$ cat src/rtl/irq_merge_pkg.sv
package irq_merge_pkg;
    localparam int ADDR_W = 2;
    localparam logic [ADDR_W-1:0] A_CTRL   = 2'd0;
    localparam logic [ADDR_W-1:0] A_ENABLE = 2'd1;
    localparam logic [ADDR_W-1:0] A_STATUS = 2'd2;
    localparam int CTRL_GINT_BIT = 0;
    localparam int CTRL_HOLD_BIT = 1;
endpackage

$ cat src/rtl/irq_sync.sv
module irq_sync #(
    parameter int N_SRC = 8
) (
    input  logic             clk,
    input  logic             rst_n,
    input  logic [N_SRC-1:0] raw,
    output logic [N_SRC-1:0] synced
);
    typedef struct packed {
        logic [N_SRC-1:0] s1;
        logic [N_SRC-1:0] s2;
    } sync_t;

    sync_t st_d, st_q;

    always_comb begin
        st_d    = st_q;
        st_d.s1 = raw;
        st_d.s2 = st_q.s1;
    end

    always_ff @(posedge clk or negedge rst_n) begin
        if (!rst_n) st_q <= '0;
        else        st_q <= st_d;
    end

    assign synced = st_q.s2;
endmodule

$ cat src/rtl/irq_regs.sv
module irq_regs
    import irq_merge_pkg::*;
#(
    parameter int N_SRC  = 8,
    parameter int DATA_W = 8
) (
    input  logic              clk,
    input  logic              rst_n,
    input  logic [ADDR_W-1:0] reg_addr,
    input  logic              reg_wr,
    input  logic [DATA_W-1:0] reg_wdata,
    input  logic [N_SRC-1:0]  lvl_sync,
    output logic              gint,
    output logic              hold,
    output logic [N_SRC-1:0]  enable,
    output logic [DATA_W-1:0] reg_rdata
);
    typedef struct packed {
        logic             gint;
        logic             hold;
        logic [N_SRC-1:0] en;
    } regs_t;

    regs_t rg_d, rg_q;

    always_comb begin
        rg_d = rg_q;
        if (reg_wr) begin
            case (reg_addr)
                A_CTRL: begin
                    rg_d.gint = reg_wdata[CTRL_GINT_BIT];
                    rg_d.hold = reg_wdata[CTRL_HOLD_BIT];
                end
                A_ENABLE: rg_d.en = reg_wdata[N_SRC-1:0];
                default: ;
            endcase
        end
    end

    always_ff @(posedge clk or negedge rst_n) begin
        if (!rst_n) begin
            rg_q.gint <= 1'b0;
            rg_q.hold <= 1'b1;
            rg_q.en   <= '0;
        end else begin
            rg_q <= rg_d;
        end
    end

    always_comb begin
        reg_rdata = '0;
        case (reg_addr)
            A_CTRL: begin
                reg_rdata[CTRL_GINT_BIT] = rg_q.gint;
                reg_rdata[CTRL_HOLD_BIT] = rg_q.hold;
            end
            A_ENABLE: reg_rdata[N_SRC-1:0] = rg_q.en;
            A_STATUS: reg_rdata[N_SRC-1:0] = lvl_sync;
            default: reg_rdata = '0;
        endcase
    end

    assign gint   = rg_q.gint;
    assign hold   = rg_q.hold;
    assign enable = rg_q.en;
endmodule

$ cat src/rtl/irq_out.sv
module irq_out #(
    parameter int N_SRC = 8
) (
    input  logic             clk,
    input  logic             rst_n,
    input  logic             gint,
    input  logic             hold,
    input  logic [N_SRC-1:0] enable,
    input  logic [N_SRC-1:0] lvl_sync,
    output logic             nmi
);
    typedef struct packed {
        logic line;
    } out_t;

    out_t o_d, o_q;
    logic [N_SRC-1:0] hit;

    genvar i;
    generate
        for (i = 0; i < N_SRC; i++) begin : g_hit
            assign hit[i] = enable[i] & lvl_sync[i];
        end
    endgenerate

    always_comb begin
        o_d      = o_q;
        o_d.line = gint & ~hold & (|hit);
    end

    always_ff @(posedge clk or negedge rst_n) begin
        if (!rst_n) o_q <= '0;
        else        o_q <= o_d;
    end

    assign nmi = o_q.line;
endmodule

$ cat src/rtl/irq_edge_merge.sv
module irq_edge_merge
    import irq_merge_pkg::*;
#(
    parameter int N_SRC  = 8,
    parameter int DATA_W = 8
) (
    input  logic              clk,
    input  logic              rst_n,
    input  logic [N_SRC-1:0]  src_lvl,
    input  logic [ADDR_W-1:0] reg_addr,
    input  logic              reg_wr,
    input  logic [DATA_W-1:0] reg_wdata,
    output logic [DATA_W-1:0] reg_rdata,
    output logic              nmi_out
);
    logic [N_SRC-1:0] lvl_w;
    logic [N_SRC-1:0] en_w;
    logic             gint_w;
    logic             hold_w;

    irq_sync #(.N_SRC(N_SRC)) u_sync (
        .clk(clk), .rst_n(rst_n), .raw(src_lvl), .synced(lvl_w)
    );

    irq_regs #(.N_SRC(N_SRC), .DATA_W(DATA_W)) u_regs (
        .clk(clk), .rst_n(rst_n), .reg_addr(reg_addr), .reg_wr(reg_wr),
        .reg_wdata(reg_wdata), .lvl_sync(lvl_w), .gint(gint_w),
        .hold(hold_w), .enable(en_w), .reg_rdata(reg_rdata)
    );

    irq_out #(.N_SRC(N_SRC)) u_out (
        .clk(clk), .rst_n(rst_n), .gint(gint_w), .hold(hold_w),
        .enable(en_w), .lvl_sync(lvl_w), .nmi(nmi_out)
    );
endmodule

$ cat config.mk
export PLATFORM = sky130hd
export DESIGN_NAME = irq_edge_merge
export DESIGN_NICKNAME = d
export VERILOG_FILES = /design/src/rtl/irq_merge_pkg.sv /design/src/rtl/irq_sync.sv /design/src/rtl/irq_regs.sv /design/src/rtl/irq_out.sv /design/src/rtl/irq_edge_merge.sv
export SDC_FILE = /design/constraint.sdc
export NUM_CORES = 1
export LEC_CHECK = 0
export BUFFER_PORTS_ARGS = -buffer_cell sky130_fd_sc_hd__buf_2
export CORE_MARGIN = 5
export CORE_UTILIZATION = 53
export CTS_CLUSTER_DIAMETER = 50
export DETAILED_ROUTE_END_ITERATION = 10
export GPL_ROUTABILITY_DRIVEN = 0
export HOLD_SLACK_MARGIN = 0.15
export PLACE_DENSITY_LB_ADDON = 0.15
export SLEW_MARGIN = 30
export SYNTH_ARGS = -nofsm -noshare
export SYNTH_HDL_FRONTEND = slang
export SYNTH_HIERARCHICAL = 1
export SYNTH_SLANG_ARGS = --single-unit
$ cat constraint.sdc
create_clock -name clk -period 1.75 [get_ports clk]
set_input_delay 0.35 -clock clk [delete_from_list [all_inputs] [get_ports clk]]
set_output_delay 0.35 -clock clk [all_outputs]
set_load 0.01 [all_outputs]
==> results of run 1 <==
## final cells by class
class,instances,area [um2]
Multi-Input combinational cell,38,367.9
Fill cell,154,574.3
Sequential cell,27,676.9
Clock inverter,1,8.758
Clock buffer,3,22.52
Tap cell,27,33.78
Timing Repair Buffer,40,250.2
Inverter,2,7.507
## worst max-delay path, stage by stage, from the launching register on
cell	delay, ns
dfrtp_1	0.42
a222oi_1	0.35
nor2_1	0.07
buf_2	0.15
## registers in the layout (all words and copies together) (netlist names)
signal	count
u_out/nmi	1
u_regs/enable	8
u_regs/gint	1
u_regs/hold	1
u_sync/st_d	8
u_sync/synced	8
## metrics by stage
| stage | instance area [um2] | setup slack [ns] | std cells | hold slack [ns] | TNS [ns] |
|---|---|---|---|---|---|
| CTS | 1363 | 0.06543 | 138 | 0.2343 | 0 |
| global placement | 1241 | 0.1058 | 125 | 0.3327 | 0 |
| floorplan | 1060 | 0.2898 | 69 | 0.05441 | 0 |
| detailed placement | 1241 | 0.07906 | 125 | 0.3347 | 0 |
| global route | 1368 | -0.009228 | 138 | 0.2205 | -0.009228 |
| finish | 1368 | 0.08435 | 138 | 0.2372 | 0 |
## per-layer routing
metal / up-vias / wire length, um / track usage
li1: 331 / - / -
met1: 353 / 781 / 0.2071
met2: 36 / 1026 / 0.2539
met3: 2 / 213 / 0.07357
met4: 0 / 13 / 0.04564
met5: - / 0 / 0
## path summary, 6_finish.rpt
kind / startpoint / end / slack, ns
min in group asynchronous: rst_n / u_sync/st_d[0]$_DFF_PN0_ / 0.53
hold / removal: reg_wdata[0] / u_regs/gint$_DFFE_PN0P_ / 0.24
hold reg to reg: u_sync/st_d[0]$_DFF_PN0_ / u_sync/synced[0]$_DFF_PN0_ / 0.36
max in group asynchronous: rst_n / u_regs/hold$_DFFE_PN1P_ / 0.85
setup / recovery: u_sync/synced[0]$_DFF_PN0_ / reg_rdata[0] / 0.08
setup reg to reg: u_regs/enable[7]$_DFFE_PN0P_ / u_out/nmi$_DFF_PN0_ / 0.85
## logic make-up (layout without fill, tap and decap cells)
| logic type | Yosys count | in the layout | synth area share |
|---|---|---|---|
| flops | 27 | 27 | 0.6387 |
| compound gates | 13 | 13 | 0.09799 |
| simple gates | 11 | 11 | 0.06258 |
| mux | 10 | 10 | 0.1346 |
| fa+ha+maj | 4 | 4 | 0.04723 |
| buf+inv | 4 | 46 | 0.01889 |
## layout by cell type, fill, tap and decap left out
cell,synthesis,final
a222oi_1,2,2
a22oi_1,10,10
a41oi_1,1,1
buf_2,1,29
buf_4,1,2
clkbuf_4,0,3
dfrtp_1,26,26
dfstp_2,1,1
dlygate4sd3_1,0,9
ha_1,4,2
ha_2,0,2
inv_1,2,2
inv_6,0,1
mux2_1,2,2
mux2_4,8,8
nand2_1,1,1
nand2_4,1,1
nand2b_1,1,1
nor2_1,2,2
nor2b_1,6,6
## power breakdown
part           switching, mW  internal [mW]  total, mW  leakage [nW]
clock                  0.189         0.0933      0.282        0.0183
sequential            0.0500          0.694      0.744         0.316
combinational         0.0856          0.132      0.217         0.347
## timing repair
action | CTS | global route
setup buffers | 0 | 0
gates resized for setup | 0 | 2
hold endpoints to repair | 34 | 0
hold buffers | 9 | 0
endpoints found under the setup margin | 0 | 2
==> impl_results.md, run 1 <==
- Hold depth: 2
- Share of the synthesized area in the top cell type: 0.6139
- RSZ-0062 raised after global routing: true
- Vias/cell: 5.232
- Critical Path Fanout Max: 2
- Die W: 54.72 um
- Slew of the pin with the lowest slew margin: 0.5739 ns
- Clk root buf: clkbuf_4
- Fin crit period: 1.666 ns
- Layout Utilization: 0.7043
- Post-detail-place hpwl: 1.442 mm
- Num ports: 30
- Largest net degree at the start of global routing: 28
- Syn_area_per_cell: 15.36 um2
- Tot Pwr: 1.243 mW
- Hold Fails Final Rpt: 0
- Worst-Skew Late Latency: 0.33 ns
- Initial drt markers: 18
- Port Buffers: 29
- Die Height: 54.72 um
- Die area: 0.002994 mm2
- Syn_nets: 94
- Gr ovfl total: 0
- Post-layout net count: 137
- Total Routing Usage GR: 0.1643
- Max Slew Vio Count: 0
- Main synth FF type: dfrtp_1
- Sequential fraction of the synthesis area: 0.6387
- Worst-path clk slew: 0.15 ns
- Worst Setup Start Kind: flip-flop
- Async set or reset register ratio after synthesis: 1.000
- Data required time of the critical path: 1.40 ns
- H-tree depth: 1
- Outcome: finished, final reports clean
- Final setup viols: 0
- First-pass GRT wire length: 3.339 mm
- Crit share post-route: 0.9518
- Leakage: 0.6818 nW
- Max_cap viols: 0
- Seq cells post-synth: 27
- Post-DRT Antenna Nets: 0
- Final WL: 2.035 mm
- Vias: 722
- CTS tree: yes
- CP Class: flip-flop to output pin
- TritonRoute pass-1 iters: 4
- CP endpoint kind: output pin
- FP Rows: 16
- Number of global-route vias before repair: 734
- Antenna Cells: 0
- Area grow syn2layout: 29.04%
- Starting Density: 0.5457
- CTS buffer count: 3
- Cell area after synthesis: 0.001060 mm2
- Top-count cell post-synth: dfrtp_1
- Reg2Reg Depth: 2
- Power density over the cells: 909.2 mW/mm2
- Top area cells in the synthesized netlist: dfrtp_1 (61%), mux2_4 (11%), a22oi_1 (7.1%)
- Post-synth EDFFs: 0
- Leading area contributor after synthesis: dfrtp_1
- Fmax: 0.6004 GHz
- Post-synth top cells: dfrtp_1 (26), a22oi_1 (10), mux2_4 (8)
- Setup Skew: 0.001065 ns
- Worst Hold Class: primary input to flip-flop
- Longest Clk Path Bufs: 2
- DRC violations left: 0
- Clock Sink Count: 27
- Ys Warns: 6
- Core area: 0.001942 mm2
- Layout cells sized above 1: 0.4234
- Critical path arrival: 1.32 ns
- Initial antenna violation count: 0
- Mapped Cells: 69
- Library cells used by synthesis: 16
- Drt wl/cell: 14.75 um
- Worst VDD drop: 0.8798 mV
- Worst relative slew slack: 0.6174
No activity file was read; power rests on OpenSTA's default activity.
==> run 2, diff against run 1 <==
Settings changed: RECOVER_POWER set to 100.
==> run 2 against run 1 <==
Against the previous run: clock-buffer cell count stayed put; global-route usage stayed put; sequential power hardly changed; worst setup slack better by 0.0033 ns; critical path depth is 3 higher; design area is 2.7% lower; critical endpoint unchanged; highest routed layer unchanged.
==> impl_results.md, run 2 (synthesis gave the netlist of run 1 again) <==
- Commonest non-fill, non-tap cell in the layout: dfrtp_1 (was buf_2)
- H-tree depth: 1 (unchanged)
- Data required time of the critical path: 1.40 ns (about the same)
- RSZ-0062 raised after global routing: true (unchanged)
- Post-CTS Setup Bufs: 0 (unchanged)
- Initial drt markers: 17 (was 18)
- Largest net degree at the start of global routing: 28 (unchanged)
- Initial antenna violation count: 0 (unchanged)
- Final WL: 2.017 mm (was 2.035 mm)
- Fmax: 0.6016 GHz (was 0.6004 GHz)
- First-pass GRT wire length: 3.339 mm (unchanged)
- Max Slew Vio Count: 0 (unchanged)
- Placed cell count: 125 (unchanged)
- Vias: 709 (was 722)
- Worst relative slew slack: 0.5831 (was 0.6174)
- Antenna Cells: 0 (unchanged)
- DRC violations left: 0 (unchanged)
- Layout Utilization: 0.6856 (was 0.7043)
- Dpl ws: 0.07906 ns (unchanged)
- Power share of the sequential group: 0.613 (was 0.598)
- Internal power: 894.3 uW (was 919.0 uW)
- Worst Hold Class: primary input to flip-flop (unchanged)
- Die area: 0.002994 mm2 (unchanged)
- Critical path arrival: 1.31 ns (was 1.32 ns)
- Longest Clk Path Bufs: 2 (unchanged)
- Leakage: 0.6250 nW (was 0.6818 nW)
- Setup Skew: 0.004235 ns (was 0.001065 ns)
- Die Height: 54.72 um (unchanged)
- Hold Fails Final Rpt: 0 (unchanged)
- CTS buffer count: 3 (unchanged)
- Number of global-route vias before repair: 734 (unchanged)
- Clk root buf: clkbuf_4 (unchanged)
- TritonRoute pass-1 iters: 4 (unchanged)
- Post-layout worst setup margin: 0.08764 ns (was 0.08435 ns)
- Crit share post-route: 0.9499 (was 0.9518)
- CP Class: primary input to output pin (was flip-flop to output pin)
- Critical Path Fanout Max: 5 (was 2)
- Port Buffers: 29 (unchanged)
- CTS tree: yes (unchanged)
- Post-Layout Cell Count: 138 (unchanged)
- Worst VDD drop: 0.8576 mV (was 0.8798 mV)
- Drt wl/cell: 14.62 um (was 14.75 um)
- Power density over the cells: 910.7 mW/mm2 (was 909.2 mW/mm2)
- Placed cell area: 0.001241 mm2 (unchanged)
- FP Rows: 16 (unchanged)
- Starting Density: 0.5457 (unchanged)
- Area grow syn2layout: 25.62% (was 29.04%)
- Num ports: 30 (unchanged)
- Die W: 54.72 um (unchanged)
- Clock share of power: 0.229 (was 0.227)
- Layout cells sized above 1: 0.3153 (was 0.4234)
- Hold_ws: 0.2362 ns (was 0.2372 ns)
- Final setup viols: 0 (unchanged)
- Post-layout net count: 137 (unchanged)
- Vias/cell: 5.138 (was 5.232)
- Final Cell Area: 0.001331 mm2 (was 0.001368 mm2)
- Worst-path clk slew: 0.14 ns (was 0.15 ns)
- Slew of the pin with the lowest slew margin: 0.6254 ns (was 0.5739 ns)
- Worst-Skew Late Latency: 0.32 ns (was 0.33 ns)
- Post-DRT Antenna Nets: 0 (unchanged)
- Switch share: 0.2624 (was 0.2609)
- Switching pwr: 318.1 uW (was 324.5 uW)
- Total negative slack: 0 ns (unchanged)
- Total Routing Usage GR: 0.1643 (unchanged)
- Post-detail-place hpwl: 1.442 mm (unchanged)
- Worst Setup Start Kind: primary input (was flip-flop)
- Commonest cells after routing, fill and taps aside: dfrtp_1 (26), buf_2 (23), a22oi_1 (10) (was buf_2 (29), dfrtp_1 (26), a22oi_1 (10))
- Fin crit period: 1.662 ns (was 1.666 ns)
- Core area: 0.001942 mm2 (unchanged)
- Tot Pwr: 1.212 mW (was 1.243 mW)
- Clock Sink Count: 27 (unchanged)
- Max_cap viols: 0 (unchanged)
- Combinational share of power: 0.158 (was 0.175)
- Outcome: finished, final reports clean (unchanged)
- CP endpoint kind: output pin (unchanged)
- Gr ovfl total: 0 (unchanged)
run 2: per-layer routing:
layer / up-vias / GRT usage / wire, um
met5: - / 0 / 0
li1: 332 / - / -
met4: 0 / 0.04564 / 13
met3: 2 / 0.07357 / 186
met2: 30 / 0.2539 / 1005
met1: 345 / 0.2071 / 811
run 2: power groups by stage:
stage	combinational (mW)	sequential [mW]	clock (mW)
after floorplan	0.127	0.740	0
after global placement	0.196	0.753	0
after detailed placement	0.203	0.755	0
after CTS	0.218	0.744	0.290
after global routing	0.213	0.752	0.316
final	0.192	0.743	0.277
run 2: final cells by class:
class,count,area (um2)
Inverter,2,7.507
Clock inverter,1,8.758
Fill cell,163,610.6
Sequential cell,27,676.9
Tap cell,27,33.78
Multi-Input combinational cell,38,337.8
Clock buffer,3,22.52
Timing Repair Buffer,40,244.0
run 2: path summary, 6_finish.rpt:
check / start / end / slack, ns / cells past startpoint
max: reg_addr[0] / reg_rdata[0] / 0.09 / 6
min: reg_wdata[4] / u_regs/enable[4]$_DFFE_PN0P_ / 0.24 / 2
max reg2reg: u_regs/enable[7]$_DFFE_PN0P_ / u_out/nmi$_DFF_PN0_ / 0.84 / 2
min reg2reg: u_sync/st_d[1]$_DFF_PN0_ / u_sync/synced[1]$_DFF_PN0_ / 0.37 / 0
max in group asynchronous: rst_n / u_regs/enable[2]$_DFFE_PN0P_ / 0.80 / 2
min in group asynchronous: rst_n / u_regs/enable[5]$_DFFE_PN0P_ / 0.55 / 2
run 2: worst max-delay path, cell delays in order:
cell      delay [ns]
buf_2           0.10
inv_1           0.06
ha_2            0.22
a222oi_1        0.37
nor2_1          0.07
buf_2           0.14
run 2: what timing repair did:
| action | CTS | global route |
|---|---|---|
| endpoints found under the hold margin | 34 | 0 |
| resized for setup | 0 | 2 |
| hold buffers | 9 | 0 |
| setup endpoints to repair | 0 | 2 |
